File: src/rtl/ced_pkg.sv
package ced_pkg;

  typedef enum logic [1:0] {
    OUT_XI  = 2'd0,
    OUT_TAU = 2'd1,
    OUT_PSI = 2'd2,
    OUT_CHI = 2'd3
  } outcome_e;

  localparam int unsigned FA_SITES  = 5;
  localparam int unsigned N_OUTCOME = 4;

  function automatic int unsigned adder_sites(input int unsigned w);
    return FA_SITES * w;
  endfunction

  function automatic int unsigned checker_sites(input int unsigned w);
    return 4 * w - 1;
  endfunction

endpackage

File: src/rtl/sab_ripple_adder.sv
module sab_ripple_adder #(
  parameter int W = 4,
  localparam int MA = 5 * W
) (
  input  logic [W-1:0]  a,
  input  logic [W-1:0]  b,
  input  logic          cin,
  input  logic [MA-1:0] flip,
  output logic [W-1:0]  sum,
  output logic          cout,
  output logic [W-1:0]  carries
);

  logic [W:0] c;
  assign c[0] = cin;

  for (genvar i = 0; i < W; i++) begin : g_bit
    logic half_x;
    logic gen_t;
    logic prop_t;
    assign half_x   = (a[i] ^ b[i]) ^ flip[5*i];
    assign sum[i]   = (half_x ^ c[i]) ^ flip[5*i+1];
    assign gen_t    = (a[i] & b[i]) ^ flip[5*i+2];
    assign prop_t   = (half_x & c[i]) ^ flip[5*i+3];
    assign c[i+1]   = (gen_t | prop_t) ^ flip[5*i+4];
  end

  assign cout    = c[W];
  assign carries = c[W-1:0];

endmodule

File: src/rtl/sab_parity_checker.sv
module sab_parity_checker #(
  parameter int W = 4,
  localparam int PN = 3 * W,
  localparam int MC = 4 * W - 1
) (
  input  logic [W-1:0]  a,
  input  logic [W-1:0]  b,
  input  logic [W-1:0]  carries,
  input  logic [W-1:0]  sum,
  input  logic [MC-1:0] flip,
  output logic          valid
);

  logic [PN-1:0] pin;
  logic [PN-1:0] pred_acc;
  logic [W-1:0]  act_acc;

  assign pin         = {carries, b, a};
  assign pred_acc[0] = pin[0];

  for (genvar j = 1; j < PN; j++) begin : g_pred
    assign pred_acc[j] = (pred_acc[j-1] ^ pin[j]) ^ flip[j-1];
  end

  assign act_acc[0] = sum[0];

  for (genvar j = 1; j < W; j++) begin : g_act
    assign act_acc[j] = (act_acc[j-1] ^ sum[j]) ^ flip[PN-2+j];
  end

  assign valid = ~(pred_acc[PN-1] ^ act_acc[W-1]) ^ flip[MC-1];

endmodule

File: src/rtl/ced_outcome_sort.sv
module ced_outcome_sort
  import ced_pkg::*;
(
  input  logic        sample_en,
  input  logic        correct,
  input  logic        valid,
  output outcome_e    cat,
  output logic [3:0]  hit
);

  always_comb begin
    if (correct) cat = valid ? OUT_XI  : OUT_TAU;
    else         cat = valid ? OUT_PSI : OUT_CHI;
    hit = sample_en ? (4'b0001 << cat) : 4'b0000;
  end

endmodule

File: src/rtl/sat_counter.sv
module sat_counter #(
  parameter int CW = 16
) (
  input  logic          clk,
  input  logic          rst_n,
  input  logic          clr,
  input  logic          inc,
  output logic [CW-1:0] count
);

  logic [CW-1:0] cnt_q;
  logic [CW-1:0] cnt_d;
  logic          cnt_en;

  always_comb begin
    cnt_en = clr | inc;
    cnt_d  = cnt_q;
    if (clr)                          cnt_d = '0;
    else if (inc && (cnt_q != '1))    cnt_d = cnt_q + 1'b1;
  end

  always_ff @(posedge clk or negedge rst_n) begin
    if (!rst_n)      cnt_q <= '0;
    else if (cnt_en) cnt_q <= cnt_d;
  end

  assign count = cnt_q;

endmodule

File: src/rtl/ced_outcome_classifier.sv
module ced_outcome_classifier
  import ced_pkg::*;
#(
  parameter int W = 4,
  parameter int CNT_W = 16,
  localparam int MA = adder_sites(W),
  localparam int MC = checker_sites(W),
  localparam int MW = MA + MC
) (
  input  logic             clk,
  input  logic             rst_n,
  input  logic             mask_we,
  input  logic [MW-1:0]    mask_wdata,
  input  logic             sample_valid,
  input  logic [W-1:0]     op_a,
  input  logic [W-1:0]     op_b,
  input  logic             carry_in,
  input  logic             clear,
  output logic [CNT_W-1:0] cnt_xi,
  output logic [CNT_W-1:0] cnt_tau,
  output logic [CNT_W-1:0] cnt_psi,
  output logic [CNT_W-1:0] cnt_chi
);

  // reset release synchronizer
  logic [1:0] rst_pipe;
  logic       rst_sync_n;

  always_ff @(posedge clk or negedge rst_n) begin
    if (!rst_n) rst_pipe <= 2'b00;
    else        rst_pipe <= {rst_pipe[0], 1'b1};
  end
  assign rst_sync_n = rst_pipe[1];

  // fault mask register
  logic [MW-1:0] mask_q;
  logic [MW-1:0] mask_d;

  always_comb begin
    mask_d = mask_we ? mask_wdata : mask_q;
  end

  always_ff @(posedge clk or negedge rst_sync_n) begin
    if (!rst_sync_n)  mask_q <= '0;
    else if (mask_we) mask_q <= mask_d;
  end

  // fault-prone datapath and checker
  logic [W-1:0] dut_sum;
  logic         dut_cout;
  logic [W-1:0] dut_carries;
  logic         chk_valid;

  sab_ripple_adder #(.W(W)) u_adder (
    .a       (op_a),
    .b       (op_b),
    .cin     (carry_in),
    .flip    (mask_q[MA-1:0]),
    .sum     (dut_sum),
    .cout    (dut_cout),
    .carries (dut_carries)
  );

  sab_parity_checker #(.W(W)) u_checker (
    .a       (op_a),
    .b       (op_b),
    .carries (dut_carries),
    .sum     (dut_sum),
    .flip    (mask_q[MW-1:MA]),
    .valid   (chk_valid)
  );

  // fault-free reference
  logic [W:0] gold_total;
  logic       out_correct;

  assign gold_total  = {1'b0, op_a} + {1'b0, op_b} + {{W{1'b0}}, carry_in};
  assign out_correct = ({dut_cout, dut_sum} == gold_total);

  // classification
  logic       sample_en;
  outcome_e   sample_cat;
  logic [3:0] cat_hit;

  assign sample_en = sample_valid & ~clear;

  ced_outcome_sort u_sort (
    .sample_en (sample_en),
    .correct   (out_correct),
    .valid     (chk_valid),
    .cat       (sample_cat),
    .hit       (cat_hit)
  );

  // outcome counters
  logic [CNT_W-1:0] tally [N_OUTCOME];

  for (genvar k = 0; k < N_OUTCOME; k++) begin : g_cnt
    sat_counter #(.CW(CNT_W)) u_cnt (
      .clk   (clk),
      .rst_n (rst_sync_n),
      .clr   (clear),
      .inc   (cat_hit[k]),
      .count (tally[k])
    );
  end

  assign cnt_xi  = tally[OUT_XI];
  assign cnt_tau = tally[OUT_TAU];
  assign cnt_psi = tally[OUT_PSI];
  assign cnt_chi = tally[OUT_CHI];

endmodule

File: config.mk
export PLATFORM = sky130hd
export DESIGN_NAME = ced_outcome_classifier
export DESIGN_NICKNAME = d
export VERILOG_FILES = /design/src/rtl/ced_pkg.sv /design/src/rtl/sab_ripple_adder.sv /design/src/rtl/sab_parity_checker.sv /design/src/rtl/ced_outcome_sort.sv /design/src/rtl/sat_counter.sv /design/src/rtl/ced_outcome_classifier.sv
export SDC_FILE = /design/constraint.sdc
export NUM_CORES = 1
export LEC_CHECK = 0
export ABC_AREA = 1
export CAP_MARGIN = 15
export CORE_MARGIN = 10
export CORE_UTILIZATION = 49
export DETAILED_ROUTE_END_ITERATION = 6
export PLACE_DENSITY = 0.85
export SLEW_MARGIN = 10
export SYNTH_ARGS = -nofsm -noshare
export SYNTH_HDL_FRONTEND = slang
export SYNTH_SLANG_ARGS = --single-unit
File: constraint.sdc
create_clock -name clk -period 2.93 [get_ports clk]
set_input_delay 0.586 -clock clk [delete_from_list [all_inputs] [get_ports clk]]
set_output_delay 0.586 -clock clk [all_outputs]
set_load 0.02 [all_outputs]
Word-level counts from Yosys, hierarchy flattened
Cells that the tools add are included.
- $add $sub $neg: 6
- equality and inequality tests: 5
- shift operators: 1
- muxes and demuxes: 12
- bitwise gates (word level): 77
- reductions and logical operators: 12
- operator list (kind ; count):
    $mux W16 ; 8
    $add A16 B1 Y16 const B ; 4
    $ne A16 B16 Y1 const B ; 4
    $xor A1 B1 Y1 ; 58
    $and A1 B1 Y1 ; 9
    $or A1 B1 Y1 ; 8
    $reduce_and A2 Y1 ; 4
    $reduce_bool A2 Y1 ; 4
    $add A4 B4 Y5 ; 1
    $add A5 B1 Y5 ; 1
    $eq A5 B5 Y1 ; 1
    $logic_and A1 B1 Y1 ; 4
    $mux W4 ; 1
    $shl A1 B2 Y4 const A ; 1
    $mux W1 ; 2
    $mux W2 ; 1
    $not A1 Y1 ; 2
- flip-flop bits (word level): 101
- input bits: 49
- output and inout bits: 64
- word-level logic and storage cells: 119

Logic depth before layout (Yosys ltp)
- depth after elaboration: 32
- mapped depth: 40
- mapped depth without buffers: 39

Hierarchy
Synthesis repeated with hierarchy kept, for this count alone.
- cell total of the unflattened synthesis: 919
- area total of the unflattened synthesis: 6912.9 um^2
- modules (own cells, without submodules) (module ; instances ; cells each ; area each (um^2) ; sequential area each (um^2)):
    sat_counter ; 4 ; 149 ; 1047.3 ; 400.4
    ced_outcome_classifier ; 1 ; 122 ; 1752.9 ; 925.9
    sab_parity_checker ; 1 ; 132 ; 573.0 ; 0.0
    sab_ripple_adder ; 1 ; 61 ; 367.9 ; 0.0
    ced_outcome_sort ; 1 ; 8 ; 30.0 ; 0.0

Worst setup path after synthesis
OpenSTA, ideal clock, no wires.
- path type: input to register
- start point: in op_a[0]
- end point: reg g_cnt[0].u_cnt.cnt_q[9]
- arrival: 4.171 ns
- slack: -1.359 ns
- stages on the path: 37
- cell sequence: ha_1 -> xor2_1 -> ha_1 -> inv_1 -> nand2_1 -> nand2_1 -> nand2_1 -> nand2_1 -> nand2_1 -> ha_1 -> inv_1 -> nand2_1 -> nand2_1 -> nand2_1 -> nand2_1 -> nand2_1 -> ha_1 -> inv_1 -> nand2_1 -> nand2_1 -> nand2_1 -> nand2_1 -> nand2_1 -> ha_1 -> inv_1 -> nand2_1 -> nand2_2 -> xnor2_2 -> xor2_1 -> nand2_1 -> nor2_4 -> inv_2 -> nor2_4 -> nand3_4 -> buf_6 -> nand3_2 -> nand2_1
- word-level cells in the longest chain between the ends: 32
- elaborated cells on any way between the ends: 71
- ends and longest elaborated chain (item ; line ; text):
    start, declared ; ced_outcome_classifier.sv:15 ; input logic [W-1:0] op_a,
    $xor A1 B1 Y1 (22 in series) ; sab_parity_checker.sv:22 ; assign pred_acc[j] = (pred_acc[j-1] ^ pin[j]) ^ flip[j-1];
    $xor A1 B1 Y1 ; sab_parity_checker.sv:31 ; assign valid = ~(pred_acc[PN-1] ^ act_acc[W-1]) ^ flip[MC-1];
    $not A1 Y1 ; sab_parity_checker.sv:31 ;
    $xor A1 B1 Y1 ; sab_parity_checker.sv:31 ;
    $mux W1 ; ced_outcome_sort.sv:12, ced_outcome_sort.sv:13 ;
    $mux W2 (*) ; ced_outcome_sort.sv:12 ; if (correct) cat = valid ? OUT_XI : OUT_TAU;
    $shl A1 B2 Y4 (*) ; ced_outcome_sort.sv:14 ; hit = sample_en ? (4'b0001 << cat) : 4'b0000;
    $mux W4 (*) ; ced_outcome_sort.sv:14 ;
    $logic_and A1 B1 Y1 ; sat_counter.sv:19 ; else if (inc && (cnt_q != '1)) cnt_d = cnt_q + 1'b1;
    $reduce_bool A2 Y1 (no source line) ; - ;
    $reduce_and A2 Y1 (no source line) (*) ; - ;
    end signal, assigned ; sat_counter.sv:24 ; else if (cnt_en) cnt_q <= cnt_d;
    end, declared ; sat_counter.sv:11 ; logic [CW-1:0] cnt_q;
Mark *: on every way between the ends. The rest lies on a longest branch, timed or not.
A chain may end at the register's enable or synchronous reset.

Worst setup path in the final report
- start point: in op_a[0]
- end point: reg g_cnt[2].u_cnt.cnt_q[3]
- word-level cells in the longest chain between the ends: 32
- elaborated cells on any way between the ends: 71
- ends and longest elaborated chain (item ; line):
    $xor A1 B1 Y1 (22 in series) ; sab_parity_checker.sv:22
    $xor A1 B1 Y1 ; sab_parity_checker.sv:31
    $not A1 Y1 ; sab_parity_checker.sv:31
    $xor A1 B1 Y1 ; sab_parity_checker.sv:31
    $mux W1 ; ced_outcome_sort.sv:12, ced_outcome_sort.sv:13
    $mux W2 (*) ; ced_outcome_sort.sv:12
    $shl A1 B2 Y4 (*) ; ced_outcome_sort.sv:14
    $mux W4 (*) ; ced_outcome_sort.sv:14
    $logic_and A1 B1 Y1 ; sat_counter.sv:19
    $reduce_bool A2 Y1 (no source line) ; -
    $reduce_and A2 Y1 (no source line) (*) ; -
    end signal, assigned ; sat_counter.sv:24
    end, declared ; sat_counter.sv:11
Marks and branches as above.

==> flow_metrics.py <==
metrics = {
    "clocking": {
        "cts-root-buf": "clkbuf_16",
        "cts_hold_buf": 0,
        "cts_buffers": 9,
        "cts_htree_levels": 3,
        "clockBufferDepth": 2,
        "clock_latency_ns": 0.36,
        "cts_tree": "yes",
        "cts.sinks": 101,
        "clkSlewWorstSetupHoldPaths_ns": 0.07,
    },
    "detailed_routing": {
        "wire_per_inst_um": 17.1,
        "drt-pass1-iter-count": 5,
        "num_vias": 7032,
        "drc": 0,
        "ant_nets": 0,
        "drt_iter0_drc": 698,
        "wirelength_mm": 21.8,
        "via_per_inst": 5.53,
    },
    "critical_path": {
        "cp_max_fo": 8,
        "critPathArrivalTime_ns": 4.67,
        "path_class": "input pin to register",
        "cp_data_required_time_ns": 3.17,
        "start_kind": "input pin",
        "end_kind": "register",
        "cpMostUsedCell": "nand2_2",
        "crit_slowest_cell": "ha_4",
        "cp_slowest_stage_delay_ns": 0.29,
    },
    "yosys": {
        "yosysSeqAreaShare_pct": 36.5,
        "synth.area.top_cells": "dfrtp_1, nand2_1, inv_1",
        "synth_top_family_by_area": "simple AND/OR/NAND/NOR gates",
        "synth_xor_area_share_pct": 8.97,
        "synth_top_area_share_pct": 36.5,
        "syn_inst": 922,
        "yosys.cell_types.count": 36,
        "synth.area.mux_share_pct": 1.30,
        "yosysTopAreaCell": "dfrtp_1",
        "synth_compound_area_share_pct": 2.59,
        "ys_ff_latch": 101,
        "synth_area_um2": 6920,
        "yosys.area_share.adder_pct": 2.75,
        "yosys_warnings": 0,
        "post_synth_and_or_nand_nor_area_fraction_pct": 37.1,
        "syn_nets": 985,
        "avgSynthCellArea_um2": 7.50,
    },
    "pwr": {
        "power_mw": 5.45,
        "p_per_area_nw_per_um2": 569,
        "max-vdd-ir-drop_mv": 0.467,
        "p_leak_nw": 4.79,
    },
    "sta": {
        "drv_slew": 0,
        "hold_viol": 0,
        "fin_crit_sh_pct": 151,
        "rsz0062_at_grt": "true",
        "finClkSkew_ns": 0.00912,
        "setup_ws_ns": -1.50,
        "maxSlewHeadroom_pct": 55.2,
        "period_needed_ns": 4.43,
        "setup_tns_ns": -93.38,
        "setup_violations": 64,
        "worst_pin_slew_ns": 0.672,
        "fmax_ghz": 0.225,
    },
    "die": {
        "die_w_um": 139,
        "die_y_um": 139,
        "start_util_pct": 49.8,
        "io_pins": 113,
        "core_area_um2": 13900,
        "die_area_um2": 19300,
        "row_count": 43,
    },
    "placed_design": {
        "dp_hpwl_mm": 13.1,
        "dpl_worst_slack_ns": -2.14,
        "port_buffers": 112,
        "place.gp.congestion": 0.929,
        "detailed_place.area_um2": 8440,
    },
    "global_route": {
        "grt_pass1_wl_mm": 34.0,
        "first_global_vias": 6837,
        "track_usage_pct": 21.0,
        "antenna_found_initial": 0,
        "gr-total-overflow": 0,
        "grt_max_degree": 51,
    },
    "final_layout": {
        "area_growth_pct": 38.5,
        "drive_gt1_share_pct": 19.4,
        "diodes": 0,
        "stdcell_area_um2": 9580,
        "fin_nets": 1149,
    },
    "hold_path": {
        "holdCritPathClass": "register to register",
    },
    "job": {
        "max_cap_violations": 0,
    },
    "outcome": {
        "outcome": "finished, violations left",
        "violations": "negative setup slack",
    },
}
-- report_power, final --
group          switching, mW  total (mW)  leakage, nW  internal (mW)
registers             0.0664        1.52         1.34           1.45
clock network          0.535        1.39        0.167          0.858
logic                   1.37        2.54         3.28           1.18
-- cell type report --
class,instances,area [µm²]
Clock buffer,12,246
Clock inverter,4,95.1
Fill cell,1036,4300
Inverter,142,534
Multi-Input combinational cell,649,4060
Sequential cell,101,2530
Tap cell,180,225
Timing Repair Buffer,183,1890
-- timing repair --
action,in CTS,in global routing
gates resized for setup,64,35
setup endpoints to repair,64,64
buffers inserted,26,7
gates cloned,7,1
pin swaps,45,29
-- placed cells by master (no fill, tap or decap), types with 8 or more instances in the layout --
master           count
buf_6                9
mux2_2               8
inv_1              130
buf_12              10
nand3_4              9
clkbuf_16           10
nand2_1            221
nand3_2             40
clkdlybuf4s50_1    109
buf_4               49
nand4_1             73
inv_2               11
dfrtp_1            100
xnor2_1             11
o21ai_0             27
nor2_1              36
nand2_4             12
xor2_1              57
nor3_1              13
nand2_2             21
nand3_1             72
-- metal layers --
| metal | track usage (%) | wire length, µm |
|---|---|---|
| met1 | 25.1 | 8630 |
| met2 | 34.5 | 10700 |
| met3 | 4.93 | 1560 |
| met4 | 10.4 | 841 |
| met5 | 0 | 0 |
-- worst paths after layout --
path / startpoint / end / slack, ns / cells past startpoint
worst max-delay path: op_a[0] / g_cnt[2].u_cnt.count[3] / -1.50 / 40
worst max register to register: mask_q[0] / g_cnt[2].u_cnt.count[3] / -1.45 / 38
worst min-delay path: rst_pipe[0] / rst_pipe[1] / 0.36 / 0
max in group asynchronous: rst_pipe[1] / g_cnt[2].u_cnt.count[1] / 1.84 / 1
min in group asynchronous: rst_pipe[1] / g_cnt[3].u_cnt.count[8] / 0.37 / 0
worst min register to register: rst_pipe[0] / rst_pipe[1] / 0.36 / 0
-- Yosys cell counts (all sizes together) --
library cell and count:
nand2 257, o41ai 1, or2 1, mux2 8
nand4 73, buf 22, nor3 15, xor2 58
dfrtp 101, fa 2, inv 142, nand3 117
a21oi 1, clkbuf 12, nor4 7, a31oi 1
and3 1, conb 1, nor2 44, o21ai 31
xnor2 12, ha 12, nand3b 3
-- cell families (layout without fill, tap and decap cells) --
| group | Yosys count | after routing |
|---|---|---|
| simple gates | 518 | 522 |
| buf+inv | 176 | 341 |
| flops | 101 | 101 |
| xor+xnor | 70 | 70 |
| compound gates | 34 | 34 |
| fa+ha+maj | 14 | 14 |
| mux | 8 | 8 |
| other cells | 1 | 1 |
-- per-stage QoR --
stage / hold WS (ns) / utilization [%] / instances
detailed placement: 0.358 / 60.8 / 1214
floorplan: 0.290 / - / 922
CTS: 0.373 / 67.2 / 1263
global placement: 0.341 / 60.8 / 1214
finish: 0.363 / 69.0 / 1271
global route: 0.377 / 69.0 / 1271
-- critical path, delay by kind of cell --
family        cells  cell delay (ns)
buf+inv           7             0.48
simple gates     27             2.34
fa+ha+maj         5             1.09
xor+xnor          1             0.14
-- state kept, by name (all words and copies together), names as in the netlist --
register           cells
g_cnt.u_cnt.count     64
mask_q                35
rst_pipe               2
Note: power is estimated with default switching activity, not from simulation.
